[config.mk]
export PLATFORM = sky130hd
export DESIGN_NAME = adc_link_ctrl
export DESIGN_NICKNAME = d
export VERILOG_FILES = /design/src/rtl/adc_link_pkg.sv /design/src/rtl/adc_phase_timer.sv /design/src/rtl/adc_frame_shifter.sv /design/src/rtl/adc_result_decode.sv /design/src/rtl/adc_link_ctrl.sv
export SDC_FILE = /design/constraint.sdc
export NUM_CORES = 1
export LEC_CHECK = 0
export BUFFER_PORTS_ARGS = -buffer_cell sky130_fd_sc_hd__buf_2
export CORE_UTILIZATION = 58
export CTS_CLUSTER_DIAMETER = 150
export CTS_CLUSTER_SIZE = 30
export DETAILED_ROUTE_END_ITERATION = 16
export PLACE_DENSITY_LB_ADDON = 0.05
export SLEW_MARGIN = 20
export SYNTH_ARGS = -nofsm -noshare
export SYNTH_HDL_FRONTEND = slang
export SYNTH_SLANG_ARGS = --single-unit
[constraint.sdc]
create_clock -name clk -period 4.1 [get_ports clk]
set_input_delay 0.82 -clock clk [delete_from_list [all_inputs] [get_ports clk]]
set_output_delay 0.82 -clock clk [all_outputs]
set_load 0.005 [all_outputs]
[src/rtl/adc_link_pkg.sv]
package adc_link_pkg;
    localparam int FRAME_BITS = 16;
    localparam int CHAN_W     = 2;
    localparam int SAMPLE_W   = 12;
    localparam int LEAD_W     = FRAME_BITS - CHAN_W - SAMPLE_W;
    localparam int BITCNT_W   = $clog2(FRAME_BITS + 1);

    typedef enum logic [2:0] {
        ST_IDLE,
        ST_LEAD,
        ST_LOW,
        ST_HIGH,
        ST_QUIET
    } link_state_t;
endpackage

[src/rtl/adc_phase_timer.sv]
module adc_phase_timer #(
    parameter int W = 8
) (
    input  logic         clk,
    input  logic         rst_n,
    input  logic         clear_i,
    input  logic [W-1:0] limit_i,
    output logic         done_o
);
    logic [W-1:0] cnt_q;

    always_ff @(posedge clk or negedge rst_n) begin
        if (!rst_n)       cnt_q <= '0;
        else if (clear_i) cnt_q <= '0;
        else              cnt_q <= cnt_q + W'(1);
    end

    assign done_o = (cnt_q == limit_i - W'(1));
endmodule

[src/rtl/adc_frame_shifter.sv]
module adc_frame_shifter
    import adc_link_pkg::*;
(
    input  logic                  clk,
    input  logic                  rst_n,
    input  logic                  load_i,
    input  logic [FRAME_BITS-1:0] word_i,
    input  logic                  advance_i,
    input  logic                  capture_i,
    input  logic                  rx_bit_i,
    output logic                  tx_bit_o,
    output logic [FRAME_BITS-1:0] rx_word_o
);
    logic [FRAME_BITS-1:0] tx_q;
    logic [FRAME_BITS-1:0] rx_q;

    always_ff @(posedge clk or negedge rst_n) begin
        if (!rst_n)         tx_q <= '0;
        else if (load_i)    tx_q <= word_i;
        else if (advance_i) tx_q <= {tx_q[FRAME_BITS-2:0], 1'b0};
    end

    always_ff @(posedge clk or negedge rst_n) begin
        if (!rst_n)         rx_q <= '0;
        else if (load_i)    rx_q <= '0;
        else if (capture_i) rx_q <= {rx_q[FRAME_BITS-2:0], rx_bit_i};
    end

    assign tx_bit_o  = tx_q[FRAME_BITS-1];
    assign rx_word_o = rx_q;
endmodule

[src/rtl/adc_result_decode.sv]
module adc_result_decode
    import adc_link_pkg::*;
(
    input  logic [FRAME_BITS-1:0] frame_i,
    input  logic                  twos_i,
    input  logic [CHAN_W-1:0]     exp_chan_i,
    output logic [CHAN_W-1:0]     chan_o,
    output logic [SAMPLE_W-1:0]   sample_o,
    output logic                  err_o
);
    logic [LEAD_W-1:0]   lead_bits;
    logic [SAMPLE_W-1:0] raw;

    always_comb begin
        lead_bits = frame_i[FRAME_BITS-1 -: LEAD_W];
        chan_o    = frame_i[SAMPLE_W +: CHAN_W];
        raw       = frame_i[SAMPLE_W-1:0];
        sample_o  = twos_i ? {~raw[SAMPLE_W-1], raw[SAMPLE_W-2:0]} : raw;
        err_o     = (lead_bits != '0) || (chan_o != exp_chan_i);
    end
endmodule

[src/rtl/adc_link_ctrl.sv]
module adc_link_ctrl
    import adc_link_pkg::*;
#(
    parameter int DIV_W   = 8,
    parameter int QUIET_W = 8
) (
    input  logic                  clk,
    input  logic                  rst_n,
    input  logic                  start_i,
    input  logic [FRAME_BITS-1:0] ctrl_word_i,
    input  logic [DIV_W-1:0]      half_div_i,
    input  logic [QUIET_W-1:0]    quiet_i,
    input  logic                  twos_i,
    input  logic [CHAN_W-1:0]     exp_chan_i,
    output logic                  busy_o,
    output logic                  cs_n_o,
    output logic                  sclk_o,
    output logic                  din_o,
    input  logic                  dout_i,
    output logic                  valid_o,
    output logic [CHAN_W-1:0]     chan_o,
    output logic [SAMPLE_W-1:0]   sample_o,
    output logic                  twos_o,
    output logic                  err_o
);
    localparam int TMR_W = (DIV_W > QUIET_W) ? DIV_W : QUIET_W;

    link_state_t state_q, state_d;

    logic [DIV_W-1:0]    half_q;
    logic [QUIET_W-1:0]  quiet_q;
    logic                twos_q;
    logic [CHAN_W-1:0]   exp_q;
    logic [BITCNT_W-1:0] falls_q;
    logic                cs_n_q, sclk_q, busy_q, valid_q;
    logic [CHAN_W-1:0]   chan_q;
    logic [SAMPLE_W-1:0] sample_q;
    logic                twos_out_q, err_q;

    logic [TMR_W-1:0]      tmr_limit;
    logic                  tmr_done, tmr_clear;
    logic                  accept, ev_fall, ev_rise, ev_end, ev_idle;
    logic                  last_fall_seen;
    logic [FRAME_BITS-1:0] rx_word;
    logic [CHAN_W-1:0]     dec_chan;
    logic [SAMPLE_W-1:0]   dec_sample;
    logic                  dec_err;

    assign last_fall_seen = (falls_q == BITCNT_W'(FRAME_BITS));

    // next-state logic
    always_comb begin
        state_d = state_q;
        unique case (state_q)
            ST_IDLE:  if (start_i)  state_d = ST_LEAD;
            ST_LEAD:  if (tmr_done) state_d = ST_LOW;
            ST_LOW:   if (tmr_done) state_d = ST_HIGH;
            ST_HIGH:  if (tmr_done) state_d = last_fall_seen ? ST_QUIET : ST_LOW;
            ST_QUIET: if (tmr_done) state_d = ST_IDLE;
            default:                state_d = ST_IDLE;
        endcase
    end

    always_comb begin
        accept    = (state_q == ST_IDLE) && start_i;
        ev_fall   = (state_q != ST_LOW) && (state_d == ST_LOW);
        ev_rise   = (state_q == ST_LOW) && (state_d == ST_HIGH);
        ev_end    = (state_q == ST_HIGH) && (state_d == ST_QUIET);
        ev_idle   = (state_q == ST_QUIET) && (state_d == ST_IDLE);
        tmr_clear = (state_q != state_d) || (state_q == ST_IDLE);
        tmr_limit = (state_q == ST_QUIET) ? TMR_W'(quiet_q) : TMR_W'(half_q);
    end

    // state register
    always_ff @(posedge clk or negedge rst_n) begin
        if (!rst_n) state_q <= ST_IDLE;
        else        state_q <= state_d;
    end

    // registered outputs and frame context
    always_ff @(posedge clk or negedge rst_n) begin
        if (!rst_n) begin
            half_q     <= DIV_W'(1);
            quiet_q    <= QUIET_W'(1);
            twos_q     <= 1'b0;
            exp_q      <= '0;
            falls_q    <= '0;
            cs_n_q     <= 1'b1;
            sclk_q     <= 1'b1;
            busy_q     <= 1'b0;
            valid_q    <= 1'b0;
            chan_q     <= '0;
            sample_q   <= '0;
            twos_out_q <= 1'b0;
            err_q      <= 1'b0;
        end else begin
            valid_q <= 1'b0;
            if (accept) begin
                half_q  <= (half_div_i == '0) ? DIV_W'(1) : half_div_i;
                quiet_q <= (quiet_i == '0) ? QUIET_W'(1) : quiet_i;
                twos_q  <= twos_i;
                exp_q   <= exp_chan_i;
                falls_q <= '0;
                cs_n_q  <= 1'b0;
                busy_q  <= 1'b1;
            end
            if (ev_fall) begin
                sclk_q  <= 1'b0;
                falls_q <= falls_q + BITCNT_W'(1);
            end
            if (ev_rise) sclk_q <= 1'b1;
            if (ev_end) begin
                cs_n_q     <= 1'b1;
                valid_q    <= 1'b1;
                chan_q     <= dec_chan;
                sample_q   <= dec_sample;
                twos_out_q <= twos_q;
                err_q      <= dec_err;
            end
            if (ev_idle) busy_q <= 1'b0;
        end
    end

    adc_phase_timer #(.W(TMR_W)) u_timer (
        .clk     (clk),
        .rst_n   (rst_n),
        .clear_i (tmr_clear),
        .limit_i (tmr_limit),
        .done_o  (tmr_done)
    );

    adc_frame_shifter u_shift (
        .clk       (clk),
        .rst_n     (rst_n),
        .load_i    (accept),
        .word_i    (ctrl_word_i),
        .advance_i (ev_rise && !last_fall_seen),
        .capture_i (ev_fall),
        .rx_bit_i  (dout_i),
        .tx_bit_o  (din_o),
        .rx_word_o (rx_word)
    );

    adc_result_decode u_dec (
        .frame_i    (rx_word),
        .twos_i     (twos_q),
        .exp_chan_i (exp_q),
        .chan_o     (dec_chan),
        .sample_o   (dec_sample),
        .err_o      (dec_err)
    );

    assign busy_o   = busy_q;
    assign cs_n_o   = cs_n_q;
    assign sclk_o   = sclk_q;
    assign valid_o  = valid_q;
    assign chan_o   = chan_q;
    assign sample_o = sample_q;
    assign twos_o   = twos_out_q;
    assign err_o    = err_q;

    // clock rests high outside the chip-select window
    a_r3_sclk_idle_high: assert property (@(posedge clk) disable iff (!rst_n)
        cs_n_o |-> sclk_o);
    // falling edges only inside a frame
    a_r3_fall_in_frame: assert property (@(posedge clk) disable iff (!rst_n)
        $fell(sclk_o) |-> !cs_n_o);
    // a frame only starts from the idle condition
    a_r2_start_from_idle: assert property (@(posedge clk) disable iff (!rst_n)
        $fell(cs_n_o) |-> $past(!busy_o));
    // strobe coincides with chip select rising and lasts one cycle
    a_r9_strobe_at_rise: assert property (@(posedge clk) disable iff (!rst_n)
        $rose(cs_n_o) |-> valid_o);
    a_r9_strobe_single: assert property (@(posedge clk) disable iff (!rst_n)
        valid_o |=> !valid_o);
    // chip select held high through the quiet interval
    a_r10_quiet_gap: assert property (@(posedge clk) disable iff (!rst_n)
        $rose(cs_n_o) |=> cs_n_o);
    a_r10_idle_cs_high: assert property (@(posedge clk) disable iff (!rst_n)
        !busy_o |-> cs_n_o);
endmodule

# Word level (Yosys, flattened, before mapping)

Cells that the tools add are included.

Register bits after elaboration: 87
Input port bits: 39
Output and inout bits: 21

Add/sub/neg operators: 3
Eq/ne operators: 12
Muxes and demuxes: 25
Bitwise gates (word level): 1
Reduce and logical (&&, ||, !) cells: 19

Operators with widths:

| kind                                                  | count |
|---|---|
| 2-to-1 mux 16 bit                                     | 4 |
| 2-to-1 mux 8 bit                                      | 4 |
| 2-to-1 mux 3 bit                                      | 6 |
| zero test 8 bit                                       | 2 |
| case mux 3 bit (5 select lines)                       | 1 |
| equality test 3 x 2 -> 1 bit, second input constant   | 4 |
| 2-to-1 mux 12 bit                                     | 1 |
| nonzero test 2 bit                                    | 6 |
| 2-to-1 mux 5 bit                                      | 2 |
| adder 8 x 1 -> 8 bit, second input constant           | 1 |
| equality test 8 bit                                   | 1 |
| subtractor 8 x 1 -> 8 bit, second input constant      | 1 |
| 2-to-1 mux 1 bit                                      | 7 |
| equality test 3 bit, second input constant            | 2 |
| logical AND 1 bit                                     | 6 |
| zero test 3 bit                                       | 2 |
| adder 5 x 1 -> 5 bit, second input constant           | 1 |
| equality test 5 bit, second input constant            | 1 |
| equality test 3 x 1 -> 1 bit, second input constant   | 1 |
| inequality test 3 x 2 -> 1 bit, second input constant | 1 |
| inequality test 3 bit                                 | 1 |
| logical OR 1 bit                                      | 2 |
| inequality test 2 bit                                 | 1 |
| zero test 1 bit                                       | 1 |
| NOT 1 bit                                             | 1 |

# Longest topological paths before layout

Depth after elaboration: 11
Depth in mapped cells: 14
Depth with buffers taken out: 10

# Hierarchy

Synthesis repeated with hierarchy kept, for this count alone.

Cells, all modules: 354
Area total of the unflattened synthesis: 4255.3 µm²

By module, submodules not included:

| module            | instances | cells an instance | area an instance (µm²) |
|---|---|---|---|
| adc_link_ctrl     | 1         | 156               | 2143.3 |
| adc_frame_shifter | 1         | 121               | 1401.3 |
| adc_phase_timer   | 1         | 60                | 579.3 |
| adc_result_decode | 1         | 17                | 131.4 |

# Worst setup path after synthesis

Ideal clock, no wire load.

Kind: register -> register
Start point: register state_q[0]
End point: register chan_q[0] (netlist: chan_o[0])
Arrival time: 3.156 ns
Setup slack: 0.817 ns
Cell stages (with the launch flop): 14
Path buffers: 3
Period minus slack after synthesis: 3.283 ns
Cells stage by stage: dfrtp_1 > buf_2 > nor3b_4 > buf_2 > mux2i_1 > ha_1 > xnor2_1 > nor2b_1 > mux2i_1 > nor4_2 > o2111ai_2 > nor3_4 > buf_6 > mux2_1

Longest elaborated chain between the ends: 8
Elaborated cells on any way between the ends: 16
Those cells by class: add/sub: 1; eq/ne: 6; mux: 7; reduce/logical: 2

Ends and longest elaborated chain:

| what                                | RTL line                                 | source |
|---|---|---|
| start, declared                     | adc_link_ctrl.sv:28                      | `link_state_t state_q, state_d;` |
| start signal, assigned              | adc_link_ctrl.sv:77                      | `else state_q <= state_d;` |
| equality test 3 bit                 | adc_link_ctrl.sv:54, adc_link_ctrl.sv:71 |  |
| 2-to-1 mux 8 bit                    | adc_link_ctrl.sv:71                      | `tmr_limit = (state_q == ST_QUIET) ? TMR_W'(quiet_q) : TMR_W'(half_q);` |
| subtractor 8 x 1 -> 8 bit           | adc_phase_timer.sv:18                    | `assign done_o = (cnt_q == limit_i - W'(1));` |
| equality test 8 bit                 | adc_phase_timer.sv:18                    |  |
| 2-to-1 mux 3 bit (on tied branches) | n/a                                      |  |
| case mux 3 bit (5 select lines)     | adc_link_ctrl.sv:54                      | `unique case (state_q)` |
| equality test 3 bit                 | adc_link_ctrl.sv:68                      | `ev_end = (state_q == ST_HIGH) && (state_d == ST_QUIET);` |
| logical AND 1 bit (*)               | adc_link_ctrl.sv:68                      |  |
| end signal, assigned                | adc_link_ctrl.sv:115                     | `chan_q <= dec_chan;` |
| end, declared                       | adc_link_ctrl.sv:36                      | `logic [CHAN_W-1:0] chan_q;` |

Every way passes the cells marked *; elsewhere a longest branch is shown, timed or not.
A chain may end at the register's enable or synchronous reset.

# Worst setup path in the final report

Start point: register state_q[0]
End point: register sample_q[11] (netlist: sample_o[11])

Longest elaborated chain between the ends: 8
Elaborated cells on any way between the ends: 16
Those cells by class: add/sub: 1; eq/ne: 6; mux: 7; reduce/logical: 2

Ends and longest elaborated chain:

| what                                | RTL line                                 | source |
|---|---|---|
| equality test 3 bit                 | adc_link_ctrl.sv:54, adc_link_ctrl.sv:71 |  |
| 2-to-1 mux 8 bit                    | adc_link_ctrl.sv:71                      |  |
| subtractor 8 x 1 -> 8 bit           | adc_phase_timer.sv:18                    |  |
| equality test 8 bit                 | adc_phase_timer.sv:18                    |  |
| 2-to-1 mux 3 bit (on tied branches) | n/a                                      |  |
| case mux 3 bit (5 select lines)     | adc_link_ctrl.sv:54                      |  |
| equality test 3 bit                 | adc_link_ctrl.sv:68                      |  |
| logical AND 1 bit (*)               | adc_link_ctrl.sv:68                      |  |
| end signal, assigned                | adc_link_ctrl.sv:116                     | `sample_q <= dec_sample;` |
| end, declared                       | adc_link_ctrl.sv:37                      | `logic [SAMPLE_W-1:0] sample_q;` |

Marks and branches as above.

==> summary.md <==
Entering global routing, the biggest net connects 76 pins. Counting distinct cell types in the post-synthesis netlist gives 49. The number of placed I/O pins was 60. The path class of the tightest hold or removal check is flop to flop. No sink is reached through more buffers than the 2 on the longest clock path. Count of maximum capacitance violations: 0. The core region is 7331 um^2. In the final routed layout, each cell accounts on average for 14.30 um.

For the final worst hold slack, the log shows 0.4927 ns. The worst setup path is captured at a flop. The share of synthesized registers carrying an async set or reset is 1.000.

Synthesis produced a netlist with a net count of 489. The register clock-pin slew on the reported worst setup and hold paths was 0.09 ns. The logs give 0.2287 for the total global-route track usage and 0 for the total of warnings raised by yosys. For the pin with the worst max-slew slack, the measured transition is 0.9573 ns. Hold repair after CTS inserted 0 buffers. The average cell area after synthesis came out at 9.973 um^2. The initial antenna violation count was 0; the vias per cell was 5.506.

After layout, the minimum clock period comes to 3.302 ns. The clock reaches the later pin of the worst-skew pair after 0.37 ns. Summed over all failing endpoints, the final setup total negative slack is 0 ns. In this run the horizontal extent of the chip is 89.57 um.

The number of global-route vias before repair was 2997; the final global-route overflow total was 0. At the placement stage, the worst setup path has a slack of 0.8106 ns. The critical-path maximum fanout was 18; the post-CTS setup buffer count was 0. TritonCTS built the clock tree. The first global-routing pass estimated 13870 um of wire. The count of nets left with antenna violations once routing finished came out at 0.

STA classifies the critical path startpoint as a flop. Cell area after synthesis: 4448 um^2. Summing all multi-input logic gate instances after layout gives 2131 um^2. Setup repair after global routing left no endpoint under its margin.

Derived from the worst setup path, the maximum achievable clock frequency is 302.8 MHz. The worst setup path is of the flop to flop kind. The synthesized design contains 87 register bits. For this run, the detailed router's first-pass iteration total came to 4.

The die area is 8023 um^2, and the required arrival time at the worst endpoint is 4.34 ns. The peak supply drop came out at 0.2548 mV. The overall power of the completed layout came out at 1.481 mW.

The tools report the relative slew slack as 0.3618. The final worst setup slack was 0.7977 ns. Detailed routing inserted a total of 3309 vias. Port buffering added 59 buffers. The flow ran to the end, and the final reports show no timing, DRC or antenna violations.

The logs give 0.6068 for the starting density of the core and 87 for the number of clock sinks. The proportion of layout cells with a drive suffix above 1 is 0.2171. The tools report the weighted congestion at the end of routability-driven global placement as 0.7968.

The number of levels in the clock H-tree is 3, and the layout-stage area growth over the synthesis result is 12.74%. After detailed routing, the total wire length is 8593 um. The post-route clock skew came out at 0.01623 ns.

In the routed design, unresolved DRC markers number 0. The filler cells instantiated in the layout total 586. The analysis attributes to cell leakage a power of 2.670 nW. The top flip-flop cell by instance count after synthesis was sky130_fd_sc_hd__dfrtp_1.

The final max-slew violation count came out at 0. The cell at the root of the clock tree is sky130_fd_sc_hd__clkbuf_8. The die is 89.57 um tall.

Setup violations remaining at the end of the flow were counted as 0. The post-route clock period utilization is 0.8054. Buffers inserted during clock tree synthesis total 9. The run gives 31 as the row count.

For the sequential cell area in the final layout, the log shows 2182 um^2. Counting flops with a built-in enable in the synthesized netlist gives 0. The proportion of synthesized chip area in sequential cells is 0.4906.

For this block, the initial DRC count from the detailed router was 144. At the end of the flow, the number of nets in the layout was 540. For this design the ratio of total power to cell area is 295.3 nW/um^2.

Synthesis handed over a netlist of 446 instances. The antenna diode count was 0; the number of gates resized after cts was 0. The final hold violation count is 0, and the signal arrival time at the worst endpoint is 3.54 ns.

The logs give 0.6841 for the final cell utilization of the core and 5875 um for the detailed placement HPWL.
state kept, by name, summed over array words and instances (netlist names), 2 cells and up:
signal and cells:
half_q 8, falls_q 5, quiet_q 8, u_timer.cnt_q 8, u_shift.tx_q 16, state_q 3, u_shift.rx_word_o 16, exp_q 2
chan_o 2, sample_o 12
synth_stat cells, types with 8 or more instances:
| master | n | area (um^2) |
|---|---|---|
| sky130_fd_sc_hd__mux2_2 | 9 | 101.4 |
| sky130_fd_sc_hd__clkbuf_1 | 17 | 63.81 |
| sky130_fd_sc_hd__nor2_1 | 35 | 131.4 |
| sky130_fd_sc_hd__mux2_1 | 8 | 90.09 |
| sky130_fd_sc_hd__nand2_1 | 96 | 360.4 |
| sky130_fd_sc_hd__mux2i_1 | 40 | 400.4 |
| sky130_fd_sc_hd__dfrtp_1 | 83 | 2077 |
| sky130_fd_sc_hd__xor2_1 | 12 | 105.1 |
| sky130_fd_sc_hd__nand3_1 | 22 | 110.1 |
| sky130_fd_sc_hd__nor3_1 | 13 | 65.06 |
| sky130_fd_sc_hd__a211o_1 | 15 | 131.4 |
| sky130_fd_sc_hd__nor4_1 | 8 | 50.05 |
worst max-delay path, cell delays in order, from the launching register on:
cell and delay, ns:
sky130_fd_sc_hd__dfrtp_1 0.48, sky130_fd_sc_hd__nor3b_4 0.30, sky130_fd_sc_hd__buf_4 0.25, sky130_fd_sc_hd__mux2i_1 0.23
sky130_fd_sc_hd__ha_1 0.27, sky130_fd_sc_hd__xnor2_1 0.15, sky130_fd_sc_hd__nor2b_1 0.11, sky130_fd_sc_hd__mux2i_1 0.10
sky130_fd_sc_hd__nor4_2 0.18, sky130_fd_sc_hd__o2111ai_2 0.13, sky130_fd_sc_hd__buf_4 0.22, sky130_fd_sc_hd__nor3_4 0.11
sky130_fd_sc_hd__buf_4 0.29, sky130_fd_sc_hd__mux2_1 0.35
cell type report:
type	instances	share of cell area
Tap cell	99	0.02470
Inverter	6	0.004491
Timing Repair Buffer	67	0.07136
Clock buffer	9	0.02470
Sequential cell	87	0.4351
Clock inverter	7	0.01472
Multi-Input combinational cell	326	0.4249
placed cells by master (no fill, tap or decap), drive strengths merged, types with 3 or more instances in the layout:
cell type  count
ha             4
nor3          14
nand3         22
clkbuf         9
xor2          12
nor2          36
inv            9
mux2i         40
xnor2          6
nor4           9
and3           4
mux2          19
a21oi          6
o21ai          6
buf           67
dfstp          4
o21a           3
dfrtp         83
a211o         15
o211ai         4
nor2b          5
nand2         96
final timing paths:
path | slack [ns] | startpoint | endpoint | cells past startpoint
setup reg to reg | 0.80 | state_q[0] | sample_o[11] | 13
setup / recovery | 0.80 | state_q[0] | sample_o[11] | 13
hold reg to reg | 0.49 | quiet_q[6] | quiet_q[6] | 2
hold / removal | 0.49 | quiet_q[6] | quiet_q[6] | 2
max in group asynchronous | 2.66 | rst_n | half_q[0] | 2
min in group asynchronous | 0.55 | rst_n | u_timer.cnt_q[5] | 1
per-layer routing:
layer	vias to the layer above	part of all wire	global-route usage
met1	1582	0.50	0.3233
met3	11	0.034	0.04022
met5	-	0	0
met2	64	0.45	0.3547
met4	0	0.015	0.08658
li1	1652	-	-
where the power goes:
group	leakage, nW	internal [mW]	switching (mW)
logic	1.42	0.0149	0.0250
clock network	0.0942	0.239	0.345
registers	1.16	0.858	0
total	2.67	1.11	0.370
through the flow:
step	std cells	instance area, um^2
5_1_grt	601	5015
4_1_cts	601	5010
3_5_place_dp	585	4812
2_1_floorplan	446	4448
3_3_place_gp	585	4812
6_report	601	5015
kinds of logic (layout without fill, tap and decap cells):
group	after synthesis	after routing	synth area share
xor gates and xnor gates	18	18	0.03544
and+or+nand+nor	195	195	0.2006
muxes	59	59	0.1398
DFF	87	87	0.4906
AOI/OAI and AO/OA	50	50	0.08917
buffers and inverters	33	89	0.03319
adders and majority gates	4	4	0.01125
(Power assumes the default switching activity.)
